**src/rtl/flash_fe_pkg.sv**
```systemverilog
package flash_fe_pkg;
  localparam logic [7:0] OP_WREN  = 8'h06;
  localparam logic [7:0] OP_WRDI  = 8'h04;
  localparam logic [7:0] OP_RDID  = 8'h9F;
  localparam logic [7:0] OP_RDSR  = 8'h05;
  localparam logic [7:0] OP_WRSR  = 8'h01;
  localparam logic [7:0] OP_READ  = 8'h03;
  localparam logic [7:0] OP_FAST  = 8'h0B;
  localparam logic [7:0] OP_DUAL  = 8'h3B;
  localparam logic [7:0] OP_PROG  = 8'h02;
  localparam logic [7:0] OP_BLKER = 8'h20;
  localparam logic [7:0] OP_ALLER = 8'hC7;
  localparam logic [7:0] OP_SLEEP = 8'hB9;
  localparam logic [7:0] OP_WAKE  = 8'hAB;

  localparam logic [7:0] ID_MFR  = 8'h20;
  localparam logic [7:0] ID_TYPE = 8'h71;
  localparam logic [7:0] ID_CAP  = 8'h17;

  typedef enum logic [1:0] {OUT_NONE, OUT_SINGLE, OUT_DUAL} out_mode_e;
  typedef enum logic [1:0] {SRC_MEM, SRC_ID, SRC_STAT} out_src_e;
endpackage

```
**src/rtl/flash_fe_shift.sv**
```systemverilog
module flash_fe_shift #(
  parameter int CNT_W = 12
) (
  input  logic             clk,
  input  logic             rst_n,
  input  logic             cs_n,
  input  logic             sclk,
  input  logic             hold_n,
  input  logic             din,
  output logic             fall,
  output logic             byte_stb,
  output logic [7:0]       byte_val,
  output logic [CNT_W-1:0] bit_cnt,
  output logic             desel
);
  logic             sclk_q, cs_q;
  logic [6:0]       sr, sr_nx;
  logic [CNT_W-1:0] cnt_nx;
  logic             live, rise;

  assign live     = ~cs_n & hold_n;
  assign rise     = live & sclk & ~sclk_q;
  assign fall     = live & ~sclk & sclk_q;
  assign byte_stb = rise & (bit_cnt[2:0] == 3'd7);
  assign byte_val = {sr, din};
  assign desel    = cs_n & ~cs_q;

  always_comb begin
    sr_nx  = sr;
    cnt_nx = bit_cnt;
    if (rise) sr_nx = {sr[5:0], din};
    if (cs_n) cnt_nx = '0;
    else if (rise && !(&bit_cnt)) cnt_nx = bit_cnt + 1'b1;
  end

  always_ff @(posedge clk or negedge rst_n) begin
    if (!rst_n) begin
      sclk_q  <= 1'b0;
      cs_q    <= 1'b1;
      sr      <= '0;
      bit_cnt <= '0;
    end else begin
      sclk_q  <= sclk;
      cs_q    <= cs_n;
      sr      <= sr_nx;
      bit_cnt <= cnt_nx;
    end
  end

  // a held transfer keeps its bit position
  assert_hold_freezes_R12: assert property (@(posedge clk) disable iff (!rst_n)
    (!hold_n && !cs_n) |=> $stable(bit_cnt));
endmodule

```
**src/rtl/flash_fe_busy.sv**
```systemverilog
module flash_fe_busy #(
  parameter int BUSY_CYCLES = 400
) (
  input  logic clk,
  input  logic rst_n,
  input  logic start,
  output logic wip,
  output logic done
);
  localparam int BW = $clog2(BUSY_CYCLES + 1);
  localparam logic [BW-1:0] LOAD = BW'(BUSY_CYCLES);

  logic [BW-1:0] cnt, cnt_nx;

  assign wip  = (cnt != '0);
  assign done = (cnt == BW'(1));

  always_comb begin
    cnt_nx = cnt;
    if (start && !wip) cnt_nx = LOAD;
    else if (wip)      cnt_nx = cnt - 1'b1;
  end

  always_ff @(posedge clk or negedge rst_n) begin
    if (!rst_n) cnt <= '0;
    else        cnt <= cnt_nx;
  end

  // an accepted execute strobe always enters the busy state
  assert_start_sets_wip_R7: assert property (@(posedge clk) disable iff (!rst_n)
    start |=> wip);
endmodule

```
**src/rtl/flash_fe_array.sv**
```systemverilog
module flash_fe_array #(
  parameter int AW = 6,
  parameter int PW = 3,
  parameter int EW = 4
) (
  input  logic                  clk,
  input  logic                  rst_n,
  input  logic                  prog,
  input  logic [AW-PW-1:0]      prog_page,
  input  logic [(1<<PW)-1:0][7:0] prog_data,
  input  logic [(1<<PW)-1:0]    prog_mask,
  input  logic                  erase_blk,
  input  logic [AW-EW-1:0]      erase_base,
  input  logic                  erase_all,
  input  logic [AW-1:0]         rd_addr,
  output logic [7:0]            rd_data
);
  localparam int DEPTH = 1 << AW;

  logic [DEPTH-1:0][7:0] mem, mem_nx;

  for (genvar g = 0; g < DEPTH; g++) begin : g_cell
    localparam logic [AW-1:0] IDX = AW'(g);
    assign mem_nx[g] =
      (erase_all || (erase_blk && erase_base == IDX[AW-1:EW])) ? 8'hFF :
      (prog && prog_mask[IDX[PW-1:0]] && prog_page == IDX[AW-1:PW]) ?
        (mem[g] & prog_data[IDX[PW-1:0]]) : mem[g];
  end

  assign rd_data = mem[rd_addr];

  always_ff @(posedge clk or negedge rst_n) begin
    if (!rst_n) mem <= '1;
    else        mem <= mem_nx;
  end

  // cell contents move only on an execute strobe
  assert_array_quiet_R5: assert property (@(posedge clk) disable iff (!rst_n)
    !(prog || erase_blk || erase_all) |=> $stable(mem));
endmodule

```
**src/rtl/flash_cmd_front.sv**
```systemverilog
module flash_cmd_front
  import flash_fe_pkg::*;
#(
  parameter int AW          = 6,
  parameter int PW          = 3,
  parameter int EW          = 4,
  parameter int BUSY_CYCLES = 400,
  parameter int CNT_W       = 12
) (
  input  logic clk,
  input  logic rst_n,
  input  logic cs_n,
  input  logic sclk,
  input  logic hold_n,
  input  logic dq0_i,
  output logic dq0_o,
  output logic dq0_oe,
  output logic dq1_o,
  output logic dq1_oe
);
  localparam int PAGE = 1 << PW;
  localparam logic [CNT_W-1:0] N8  = CNT_W'(8);
  localparam logic [CNT_W-1:0] N16 = CNT_W'(16);
  localparam logic [CNT_W-1:0] N32 = CNT_W'(32);
  localparam logic [CNT_W-1:0] N40 = CNT_W'(40);
  localparam logic [CNT_W-4:0] B1  = (CNT_W-3)'(1);
  localparam logic [CNT_W-4:0] B3  = (CNT_W-3)'(3);
  localparam logic [CNT_W-4:0] B4  = (CNT_W-3)'(4);

  logic             fall, byte_stb, desel;
  logic [7:0]       byte_val;
  logic [CNT_W-1:0] bit_cnt;
  logic [CNT_W-4:0] byte_idx;

  flash_fe_shift #(.CNT_W(CNT_W)) i_shift (
    .clk(clk), .rst_n(rst_n), .cs_n(cs_n), .sclk(sclk), .hold_n(hold_n),
    .din(dq0_i), .fall(fall), .byte_stb(byte_stb), .byte_val(byte_val),
    .bit_cnt(bit_cnt), .desel(desel));

  assign byte_idx = bit_cnt[CNT_W-1:3];

  // command state
  logic [7:0]            op, op_nx;
  logic [AW-1:0]         addr, addr_nx, addr_full, rd_ptr, rd_ptr_nx;
  logic [5:0]            wr_hi, wr_hi_nx, sr_hi, sr_hi_nx;
  logic                  wel, wel_nx, dpd, dpd_nx, drive, drive_nx;
  logic [7:0]            out_sr, out_sr_nx;
  logic [PAGE-1:0][7:0]  pbuf, pbuf_nx;
  logic [PAGE-1:0]       pmask, pmask_nx;
  logic [PW-1:0]         wr_off, wr_off_nx;
  logic [AW-PW-1:0]      ppage, ppage_nx;

  logic wip, done, start;
  logic [7:0] rd_data, src_byte;

  // output decode
  out_mode_e        omode;
  out_src_e         osrc;
  logic [CNT_W-1:0] hdr, rel;
  logic             has_addr, allowed, in_data, load;

  always_comb begin
    omode    = OUT_NONE;
    osrc     = SRC_MEM;
    hdr      = N8;
    has_addr = 1'b0;
    case (op)
      OP_READ:  begin omode = OUT_SINGLE; hdr = N32; has_addr = 1'b1; end
      OP_FAST:  begin omode = OUT_SINGLE; hdr = N40; has_addr = 1'b1; end
      OP_DUAL:  begin omode = OUT_DUAL;   hdr = N40; has_addr = 1'b1; end
      OP_RDSR:  begin omode = OUT_SINGLE; osrc = SRC_STAT; end
      OP_RDID:  begin omode = OUT_SINGLE; osrc = SRC_ID; end
      OP_PROG, OP_BLKER: has_addr = 1'b1;
      default: ;
    endcase
  end

  assign allowed = ~dpd & (~wip | (op == OP_RDSR)) & (bit_cnt >= N8) & (omode != OUT_NONE);
  assign in_data = allowed & (bit_cnt >= hdr);
  assign rel     = bit_cnt - hdr;
  assign load    = (omode == OUT_DUAL) ? (rel[1:0] == 2'd0) : (rel[2:0] == 3'd0);

  always_comb begin
    case (osrc)
      SRC_STAT: src_byte = {sr_hi, wel, wip};
      SRC_ID: begin
        case (rd_ptr)
          AW'(0):  src_byte = ID_MFR;
          AW'(1):  src_byte = ID_TYPE;
          AW'(2):  src_byte = ID_CAP;
          default: src_byte = 8'h00;
        endcase
      end
      default: src_byte = rd_data;
    endcase
  end

  // execute on deselect
  logic aligned, ex_ok, mod_ok, wren_x, wrdi_x, prog_x, blk_x, all_x, wrsr_x, sleep_x, wake_x;

  assign aligned = desel & (bit_cnt[2:0] == 3'd0);
  assign ex_ok   = aligned & ~wip & ~dpd;
  assign mod_ok  = ex_ok & wel;
  assign wren_x  = ex_ok  & (op == OP_WREN)  & (bit_cnt == N8);
  assign wrdi_x  = ex_ok  & (op == OP_WRDI)  & (bit_cnt == N8);
  assign prog_x  = mod_ok & (op == OP_PROG)  & (bit_cnt >= N40);
  assign blk_x   = mod_ok & (op == OP_BLKER) & (bit_cnt == N32);
  assign all_x   = mod_ok & (op == OP_ALLER) & (bit_cnt == N8);
  assign wrsr_x  = mod_ok & (op == OP_WRSR)  & (bit_cnt == N16);
  assign sleep_x = ex_ok  & (op == OP_SLEEP) & (bit_cnt == N8);
  assign wake_x  = aligned & dpd & (op == OP_WAKE) & (bit_cnt == N8);
  assign start   = prog_x | blk_x | all_x | wrsr_x;

  assign addr_full = AW'({addr, byte_val});

  always_comb begin
    op_nx     = op;
    addr_nx   = addr;
    rd_ptr_nx = rd_ptr;
    wr_hi_nx  = wr_hi;
    sr_hi_nx  = sr_hi;
    wel_nx    = wel;
    dpd_nx    = dpd;
    drive_nx  = drive;
    out_sr_nx = out_sr;
    pbuf_nx   = pbuf;
    pmask_nx  = pmask;
    wr_off_nx = wr_off;
    ppage_nx  = ppage;

    if (byte_stb) begin
      if (byte_idx == '0) begin
        op_nx     = byte_val;
        rd_ptr_nx = '0;
        pmask_nx  = '0;
      end else if (byte_idx <= B3) begin
        addr_nx = addr_full;
        if (byte_idx == B1) wr_hi_nx = byte_val[7:2];
        if (byte_idx == B3 && has_addr) begin
          rd_ptr_nx = addr_full;
          wr_off_nx = addr_full[PW-1:0];
          ppage_nx  = addr_full[AW-1:PW];
        end
      end else if (byte_idx >= B4 && op == OP_PROG) begin
        pbuf_nx[wr_off]  = byte_val;
        pmask_nx[wr_off] = 1'b1;
        wr_off_nx        = wr_off + 1'b1;
      end
    end

    if (fall && in_data) begin
      if (load) begin
        out_sr_nx = src_byte;
        drive_nx  = 1'b1;
        if (osrc != SRC_STAT) rd_ptr_nx = rd_ptr + 1'b1;
      end else if (omode == OUT_DUAL) begin
        out_sr_nx = {out_sr[5:0], 2'b00};
      end else begin
        out_sr_nx = {out_sr[6:0], 1'b0};
      end
    end
    if (cs_n) drive_nx = 1'b0;

    if (done)        wel_nx = 1'b0;
    else if (wren_x) wel_nx = 1'b1;
    else if (wrdi_x) wel_nx = 1'b0;
    if (wrsr_x)  sr_hi_nx = wr_hi;
    if (sleep_x) dpd_nx = 1'b1;
    if (wake_x)  dpd_nx = 1'b0;
  end

  always_ff @(posedge clk or negedge rst_n) begin
    if (!rst_n) begin
      op <= '0; addr <= '0; rd_ptr <= '0; wr_hi <= '0; sr_hi <= '0;
      wel <= 1'b0; dpd <= 1'b0; drive <= 1'b0; out_sr <= '0;
      pbuf <= '0; pmask <= '0; wr_off <= '0; ppage <= '0;
    end else begin
      op <= op_nx; addr <= addr_nx; rd_ptr <= rd_ptr_nx; wr_hi <= wr_hi_nx;
      sr_hi <= sr_hi_nx; wel <= wel_nx; dpd <= dpd_nx; drive <= drive_nx;
      out_sr <= out_sr_nx; pbuf <= pbuf_nx; pmask <= pmask_nx;
      wr_off <= wr_off_nx; ppage <= ppage_nx;
    end
  end

  flash_fe_busy #(.BUSY_CYCLES(BUSY_CYCLES)) i_busy (
    .clk(clk), .rst_n(rst_n), .start(start), .wip(wip), .done(done));

  flash_fe_array #(.AW(AW), .PW(PW), .EW(EW)) i_array (
    .clk(clk), .rst_n(rst_n), .prog(prog_x), .prog_page(ppage),
    .prog_data(pbuf), .prog_mask(pmask), .erase_blk(blk_x),
    .erase_base(addr[AW-1:EW]), .erase_all(all_x), .rd_addr(rd_ptr),
    .rd_data(rd_data));

  assign dq1_o  = out_sr[7];
  assign dq0_o  = out_sr[6];
  assign dq1_oe = ~cs_n & hold_n & drive;
  assign dq0_oe = dq1_oe & (omode == OUT_DUAL);

  // the latch is set only just after a deselect
  assert_wel_after_deselect_R4: assert property (@(posedge clk) disable iff (!rst_n)
    $rose(wel) |-> $past(cs_n));
  // a busy cycle begins only with the latch set
  assert_busy_needs_wel_R5: assert property (@(posedge clk) disable iff (!rst_n)
    $rose(wip) |-> $past(wel));
  // the end of a busy cycle leaves the latch clear
  assert_wel_clear_after_busy_R7: assert property (@(posedge clk) disable iff (!rst_n)
    $fell(wip) |-> !wel);
  // nothing is driven while asleep
  assert_sleep_silent_R11: assert property (@(posedge clk) disable iff (!rst_n)
    dpd |-> !dq1_oe);
  // a driven DQ1 changes only following a falling serial edge
  assert_out_on_fall_R1: assert property (@(posedge clk) disable iff (!rst_n)
    (dq1_oe && $past(dq1_oe) && !$past(fall)) |-> $stable(dq1_o));
endmodule

```
**config.mk**
```make
export PLATFORM = sky130hd
export DESIGN_NAME = flash_cmd_front
export DESIGN_NICKNAME = d
export VERILOG_FILES = /design/src/rtl/flash_fe_pkg.sv /design/src/rtl/flash_fe_shift.sv /design/src/rtl/flash_fe_busy.sv /design/src/rtl/flash_fe_array.sv /design/src/rtl/flash_cmd_front.sv
export SDC_FILE = /design/constraint.sdc
export NUM_CORES = 1
export LEC_CHECK = 0
export ABC_AREA = 0
export BUFFER_PORTS_ARGS = -buffer_cell sky130_fd_sc_hd__buf_2
export CAP_MARGIN = 15
export CORE_MARGIN = 2
export CORE_UTILIZATION = 60
export DETAILED_ROUTE_END_ITERATION = 6
export HOLD_SLACK_MARGIN = 0.12
export PLACE_DENSITY = 0.81
export SYNTH_ARGS = -nofsm -noshare
export SYNTH_HDL_FRONTEND = slang
export SYNTH_SLANG_ARGS = --single-unit
```
**constraint.sdc**
```tcl
create_clock -name clk -period 7.6 [get_ports clk]
set_input_delay 0.76 -clock clk [delete_from_list [all_inputs] [get_ports clk]]
set_output_delay 0.76 -clock clk [all_outputs]
set_load 0.05 [all_outputs]
```
### Word-level counts from Yosys, hierarchy flattened

Index checks and enable logic that the tools add are counted.

| word-level totals | value |
|---|---|
| register bits after elaboration | 663 |
| bits of input ports | 6 |
| output and inout port bits | 4 |
| logic and storage cells | 601 |

| cells by class | value |
|---|---|
| add/sub/neg operators | 5 |
| $lt $le $gt $ge | 8 |
| equality and inequality tests | 38 |
| muxes and demuxes | 169 |
| bitwise gates (word level) | 111 |
| reductions and logical operators | 181 |

Operators with widths:

| kind | count |
|---|---|
| two-way mux 8 bit | 135 |
| bitwise AND 8 bit | 64 |
| nonzero test 2 bit | 72 |
| logical AND 1 bit | 82 |
| bitwise mux 64 bit | 1 |
| binary-select mux 8 bit (select 6 bit) | 1 |
| two-way mux 6 bit | 7 |
| bitwise AND 1 bit | 34 |
| == test 8 bit, second input constant | 4 |
| demux 8 bit (select 3 bit) | 1 |
| == test 8 x 3 -> 1 bit, second input constant | 3 |
| two-way mux 12 bit | 2 |
| case mux 7 bit (3 select lines) | 1 |
| == test 9 x 1 -> 1 bit, second input constant | 2 |
| two-way mux 9 bit | 2 |
| == test 8 x 2 -> 1 bit, second input constant | 2 |
| == test 8 x 6 -> 1 bit, second input constant | 2 |
| case mux 8 bit (2 select lines) | 1 |
| AND reduction 4 bit | 4 |
| == test 3 bit, second input constant | 5 |
| adder 12 x 1 -> 12 bit, second input constant | 1 |
| == test 12 x 4 -> 1 bit, second input constant | 1 |
| == test 12 x 5 -> 1 bit, second input constant | 1 |
| == test 12 x 6 -> 1 bit, second input constant | 1 |
| 45 further kinds | 83 |

### Depth between registers and ports, before layout

| logic depth | value |
|---|---|
| depth after elaboration | 13 |
| depth in mapped cells | 12 |
| mapped depth without buffers | 10 |

### Modules after synthesis

From an unflattened synthesis, not the netlist that was laid out.

| second synthesis, totals | value |
|---|---|
| cells, all modules | 2,582 |
| area, all modules | 29,701.0 µm² |

By module, submodules not included:

| module | times used | cells each | area each (µm²) | seq. area each (µm²) |
|---|---|---|---|---|
| flash_fe_array | 1 | 1,995 | 22,659.2 | 13,452.9 |
| flash_cmd_front | 1 | 429 | 5,439.0 | 2,927.8 |
| flash_fe_shift | 1 | 108 | 1,076.0 | 526.8 |
| flash_fe_busy | 1 | 50 | 526.8 | 225.2 |

### Least setup slack after synthesis

No wires, ideal clock.

| timing | value |
|---|---|
| path type | reg-to-output |
| start | register op[3] |
| end | output dq0_oe |
| data arrival time | 2.264 ns |
| required time | 6.840 ns |
| setup slack | 4.576 ns |
| cell stages (with the launch flop) | 9 |
| buffers on the path | 1 |
| cell sequence | dfrtp_1 -> clkbuf_1 -> nor3_1 -> and4_1 -> inv_1 -> ha_1 -> nand4_1 -> nor3_2 -> and2_1 |

| between the ends | value |
|---|---|
| word-level cells in the longest chain between the ends | 5 |
| elaborated cells on any way between the ends | 9 |
| those cells by class | eq/ne (6); mux (1); bitwise (1); reduce/logical (1) |

RTL lines:

| what | line | RTL |
|---|---|---|
| from (decl) | flash_cmd_front.sv:43 | `logic [7:0] op, op_nx;` |
| from (signal assigned) | flash_cmd_front.sv:178 | `op <= op_nx; addr <= addr_nx; rd_ptr <= rd_ptr_nx; wr_hi <= wr_hi_nx;` |
| == test 8 x 3 -> 1 bit, or another cell as far along | flash_cmd_front.sv:67 | `case (op)` |
| OR reduction 4 bit (no source line) | -- |  |
| case mux 2 bit (2 select lines) * | flash_cmd_front.sv:67 |  |
| == test 2 bit * | flash_cmd_front.sv:197 | `assign dq0_oe = dq1_oe & (omode == OUT_DUAL);` |
| bitwise AND 1 bit * | flash_cmd_front.sv:197 |  |
| to (decl) | flash_cmd_front.sv:17 | `output logic dq0_oe,` |

Mark *: on every way between the ends. The rest lies on a longest branch, timed or not.

### Worst setup path in the final report

| timing | value |
|---|---|
| start | register rd_ptr[0] |
| end | register out_sr[6] |

| between the ends | value |
|---|---|
| word-level cells in the longest chain between the ends | 4 |
| elaborated cells on any way between the ends | 8 |
| those cells by class | eq/ne (2); mux (5); reduce/logical (1) |

RTL lines:

| what | line | RTL |
|---|---|---|
| from (decl) | flash_cmd_front.sv:44 | `logic [AW-1:0] addr, addr_nx, addr_full, rd_ptr, rd_ptr_nx;` |
| from (signal assigned) | flash_cmd_front.sv:178 |  |
| binary-select mux 8 bit (select 6 bit), or another cell as far along | flash_fe_array.sv:30 | `assign rd_data = mem[rd_addr];` |
| two-way mux 8 bit (implied by the code) or case mux 7 bit (3 select lines) (tied branches) | flash_fe_array.sv:30, flash_cmd_front.sv:87 |  |
| case mux 8 bit (2 select lines) * | flash_cmd_front.sv:84 | `case (osrc)` |
| two-way mux 8 bit * | flash_cmd_front.sv:152 | `if (load) begin` |
| to (signal assigned) | flash_cmd_front.sv:180 | `out_sr <= out_sr_nx; pbuf <= pbuf_nx; pmask <= pmask_nx;` |
| to (decl) | flash_cmd_front.sv:47 | `logic [7:0] out_sr, out_sr_nx;` |

Mark *: on every way between the ends. The rest lies on a longest branch, timed or not. The select of a mux whose other input is x is not followed.
A chain may end at the register's enable or synchronous reset.

==> results.sh <==
export IMPL_period_minus_slack_ps=4053
export IMPL_antenna_found_initial=4
export IMPL_drcViolationCount=0
export IMPL_synth_top_family_by_area="multiplexers"
export IMPL_core_area_sq_um=49150
export IMPL_top_layer_used="met5"
export IMPL_clk_latency_ps=620
export IMPL_firstDrtPassIters=7
export IMPL_syn_area_sq_um=29970
export IMPL_post_cts_resized=0
export IMPL_hold_class="in -> async"
export IMPL_layout_common_cells="nand2_1 (593), o21ai_0 (538), dfstp_2 (513), dfrtp_1 (143), mux4_2 (106)"
export IMPL_synth_compound_area_frac=0.1286
export IMPL_worstSetupEndpoint="out_sr[6]$_DFFE_PN0N_"
export IMPL_p_total_mw=7.092
export IMPL_critPathKind="reg -> reg"
export IMPL_synth_top_area_share=0.4497
export IMPL_p_leak_nw=15.13
export IMPL_clkTransAtPathRegs_ps=60
export IMPL_grt_max_degree=187
export IMPL_synth_largest_area_cell="dfstp_2"
export IMPL_dr_total_vias=23430
export IMPL_yosys_warnings=0
export IMPL_max_slew_margin=0.1619
export IMPL_cp_end_kind="flop"
export IMPL_track_usage=0.3844
export IMPL_rsz0062_at_grt="false"
export IMPL_wl_met2_um=43120
export IMPL_synth_xor_area_frac=0.003798
export IMPL_final_cells=3370
export IMPL_initial_core_util=0.6098
export IMPL_cp_data_required_time_ps=8050
export IMPL_slew_violations=0
export IMPL_tritoncts="yes"
export IMPL_cts_root_buf="clkbuf_16"
export IMPL_stdcell_area_sq_um=32830
export IMPL_ys_ff_latch=659
export IMPL_wl_met1_um=34980
export IMPL_die_h_um=227.5
export IMPL_multi_input_area_sq_um=12130
export IMPL_synthArstFlopShare=1.000
export IMPL_drive_gt1_frac=0.3252
export IMPL_ant_nets=0
export IMPL_route_met3_wl_um=11920
export IMPL_clock_fmax_mhz=246.7
export IMPL_ys_types=74
export IMPL_viasPerCell=6.952
export IMPL_powerDensity_nw_per_um2=216.0
export IMPL_synthSimpleGateAreaFrac=0.1281
export IMPL_fillCellCount=3547
export IMPL_postCtsSetupRepairBufs=0
export IMPL_synth_mux_area_frac=0.1342
export IMPL_die_x_um=227.5
export IMPL_synthTopCellsByArea="dfstp_2 (45%), dfrtp_1 (12%), o21ai_0 (9.0%)"
export IMPL_cp_arrival_ps=4500
export IMPL_synthCells=2705
export IMPL_place_congestion=0.9979
export IMPL_wirelength_um=96750
export IMPL_vdd_drop_max_mv=0.1379
export IMPL_cap_viol_max_count=0
export IMPL_seq_area_sq_um=17140
export IMPL_worstSetupStartpointType="flop"
export IMPL_io_buffer_count=9
export IMPL_grt_pass1_vias=23230
export IMPL_rr_endpoint="out_sr[6]$_DFFE_PN0N_"
export IMPL_worst_slack_ps=3547
export IMPL_reg2reg_slack_ps=3550
export IMPL_clock_path_buffers=3
export IMPL_synth_nets=2727
export IMPL_place_area_sq_um=30490
export IMPL_place_hpwl_um=62410
export IMPL_area_delta_synth_final_pct=9.517
export IMPL_clock_sinks=659
export IMPL_tns_ps=0
export IMPL_cts_hold_buf=0
export IMPL_r2r_start="rd_ptr[0]$_DFF_PN0_"
export IMPL_h_tree_depth=3
export IMPL_synth_fa_ha_area_frac=0.006679
export IMPL_worstPathMaxFanout=73
export IMPL_row_count=81
export IMPL_ys_seq_area_frac=0.5716
export IMPL_min_period_over_period=0.5333
export IMPL_setup_violations=0
export IMPL_post_drt_wl_per_cell_um=28.71
export IMPL_ff2ff_path_depth=7
export IMPL_startpoint="rd_ptr[0]$_DFF_PN0_"
export IMPL_layout_commonest_cell="nand2_1"
export IMPL_worstMarginPinSlew_ps=1257
export IMPL_die_area_sq_um=51760
export IMPL_num_io_pins=10
export IMPL_drt_iter0_drc=3189
export IMPL_grt_pass1_wl_um=144800
export IMPL_dpl_cell_count=3237
export IMPL_synthFlopType="dfstp_2"
export IMPL_synth_edff_count=0
export IMPL_skew_ps=20.24
export IMPL_timing_hold_violations_final=0
export IMPL_nNetsFinal=2669
export IMPL_cts_made_buffers=68
export IMPL_avgSynthCellArea_sq_um=11.08
export IMPL_place_ws_ps=3682
export IMPL_grt_overflow=0
export IMPL_status="finished clean"
[registers in the layout, indices dropped and copies added, names as in the netlist]
name	flops
wel	1
op	8
i_shift.bit_cnt	12
out_sr	8
i_shift.cs_q	1
drive	1
wr_off	3
wr_hi	6
sr_hi	6
pmask	8
i_busy.cnt	9
pbuf	64
i_shift.sr	7
rd_ptr	6
ppage	3
i_shift.sclk_q	1
addr	2
i_array.mem	512
dpd	1
[routing by layer]
| layer | vias to the layer above | global-route usage |
|---|---|---|
| met5 | - | 0 |
| met4 | 2 | 0.2446 |
| met3 | 365 | 0.1289 |
| met2 | 1613 | 0.5711 |
| met1 | 11870 | 0.4864 |
| li1 | 9579 | - |
[stage by stage]
stage	hold slack [ps]	utilization
final	214.7	0.6679
after floorplan	446.0	-
after global placement	460.5	0.6204
after CTS	265.2	0.6659
after detailed placement	467.7	0.6204
after global routing	277.4	0.6677
[cell usage after synthesis, types with 6 or more instances]
master    number
mux4_2       106
o22ai_1        8
ha_1          16
nand2b_1      12
buf_4         13
o31ai_1        6
nand4_1       78
and2_1        11
xor2_1         7
xnor2_1        6
mux2i_1       60
nor3_1        23
a221oi_1       8
nor4_1        10
a22oi_1       19
dfrtp_1      146
and3_1        10
a211oi_1       8
dfstp_2      513
clkbuf_1     124
nor2b_1       18
inv_1         27
nand3_1       25
buf_2         20
a31oi_1       13
a21oi_1       37
buf_1          6
mux2_2        92
o21ai_0      538
or3_1          9
nor2_1        46
o221ai_1       8
nand2_1      593
[worst max-delay path, stage by stage (launching register included)]
cell	delay [ps]
dfrtp_4	930
buf_12	570
mux2i_1	410
o21ai_0	190
nor3_1	410
a221oi_1	250
a211oi_1	900
o31ai_1	140
[logic make-up (layout without fill, tap and decap cells)]
family | count (synthesis) | count (layout)
compound gates | 698 | 698
xor+xnor | 13 | 13
fa+ha+maj | 16 | 16
buf+inv | 194 | 192
flops | 659 | 659
mux | 258 | 258
other cells | 0 | 3
simple gates | 867 | 867
[cell type report]
class	instances	area share
Sequential cell	659	0.5222
Antenna cell	3	0.0002287
Multi-Input combinational cell	1852	0.3695
Tap cell	664	0.02531
Timing Repair Buffer	36	0.01113
Clock buffer	102	0.06194
Clock inverter	24	0.006289
Inverter	30	0.003430
[power breakdown]
| part | switching [mW] | internal [mW] | total (mW) | leakage (nW) |
|---|---|---|---|---|
| registers | 0.0960 | 3.53 | 3.63 | 7.22 |
| logic | 0.0806 | 0.0212 | 0.102 | 6.80 |
| clock network | 1.43 | 1.93 | 3.36 | 1.11 |
| total | 1.60 | 5.49 | 7.09 | 15.1 |
[worst min-delay path by stage]
| stage | from | endpoint | slack, ps | cells after the start |
|---|---|---|---|---|
| after global routing | sclk | i_shift.sclk_q$_DFF_PN0_ | 280 | 1 |
| after floorplan | i_busy.cnt[6]$_DFFE_PN0P_ | i_busy.cnt[6]$_DFFE_PN0P_ | 450 | 1 |
| after global placement | i_array.mem[255]$_DFFE_PN1P_ | i_array.mem[255]$_DFFE_PN1P_ | 460 | 2 |
| after detailed placement | i_array.mem[120]$_DFFE_PN1P_ | i_array.mem[120]$_DFFE_PN1P_ | 470 | 2 |
| after CTS | sclk | i_shift.sclk_q$_DFF_PN0_ | 270 | 1 |
| final | rst_n | pbuf[4]$_DFFE_PN0P_ | 210 | 1 |
Power figures use the tool's default switching activity.
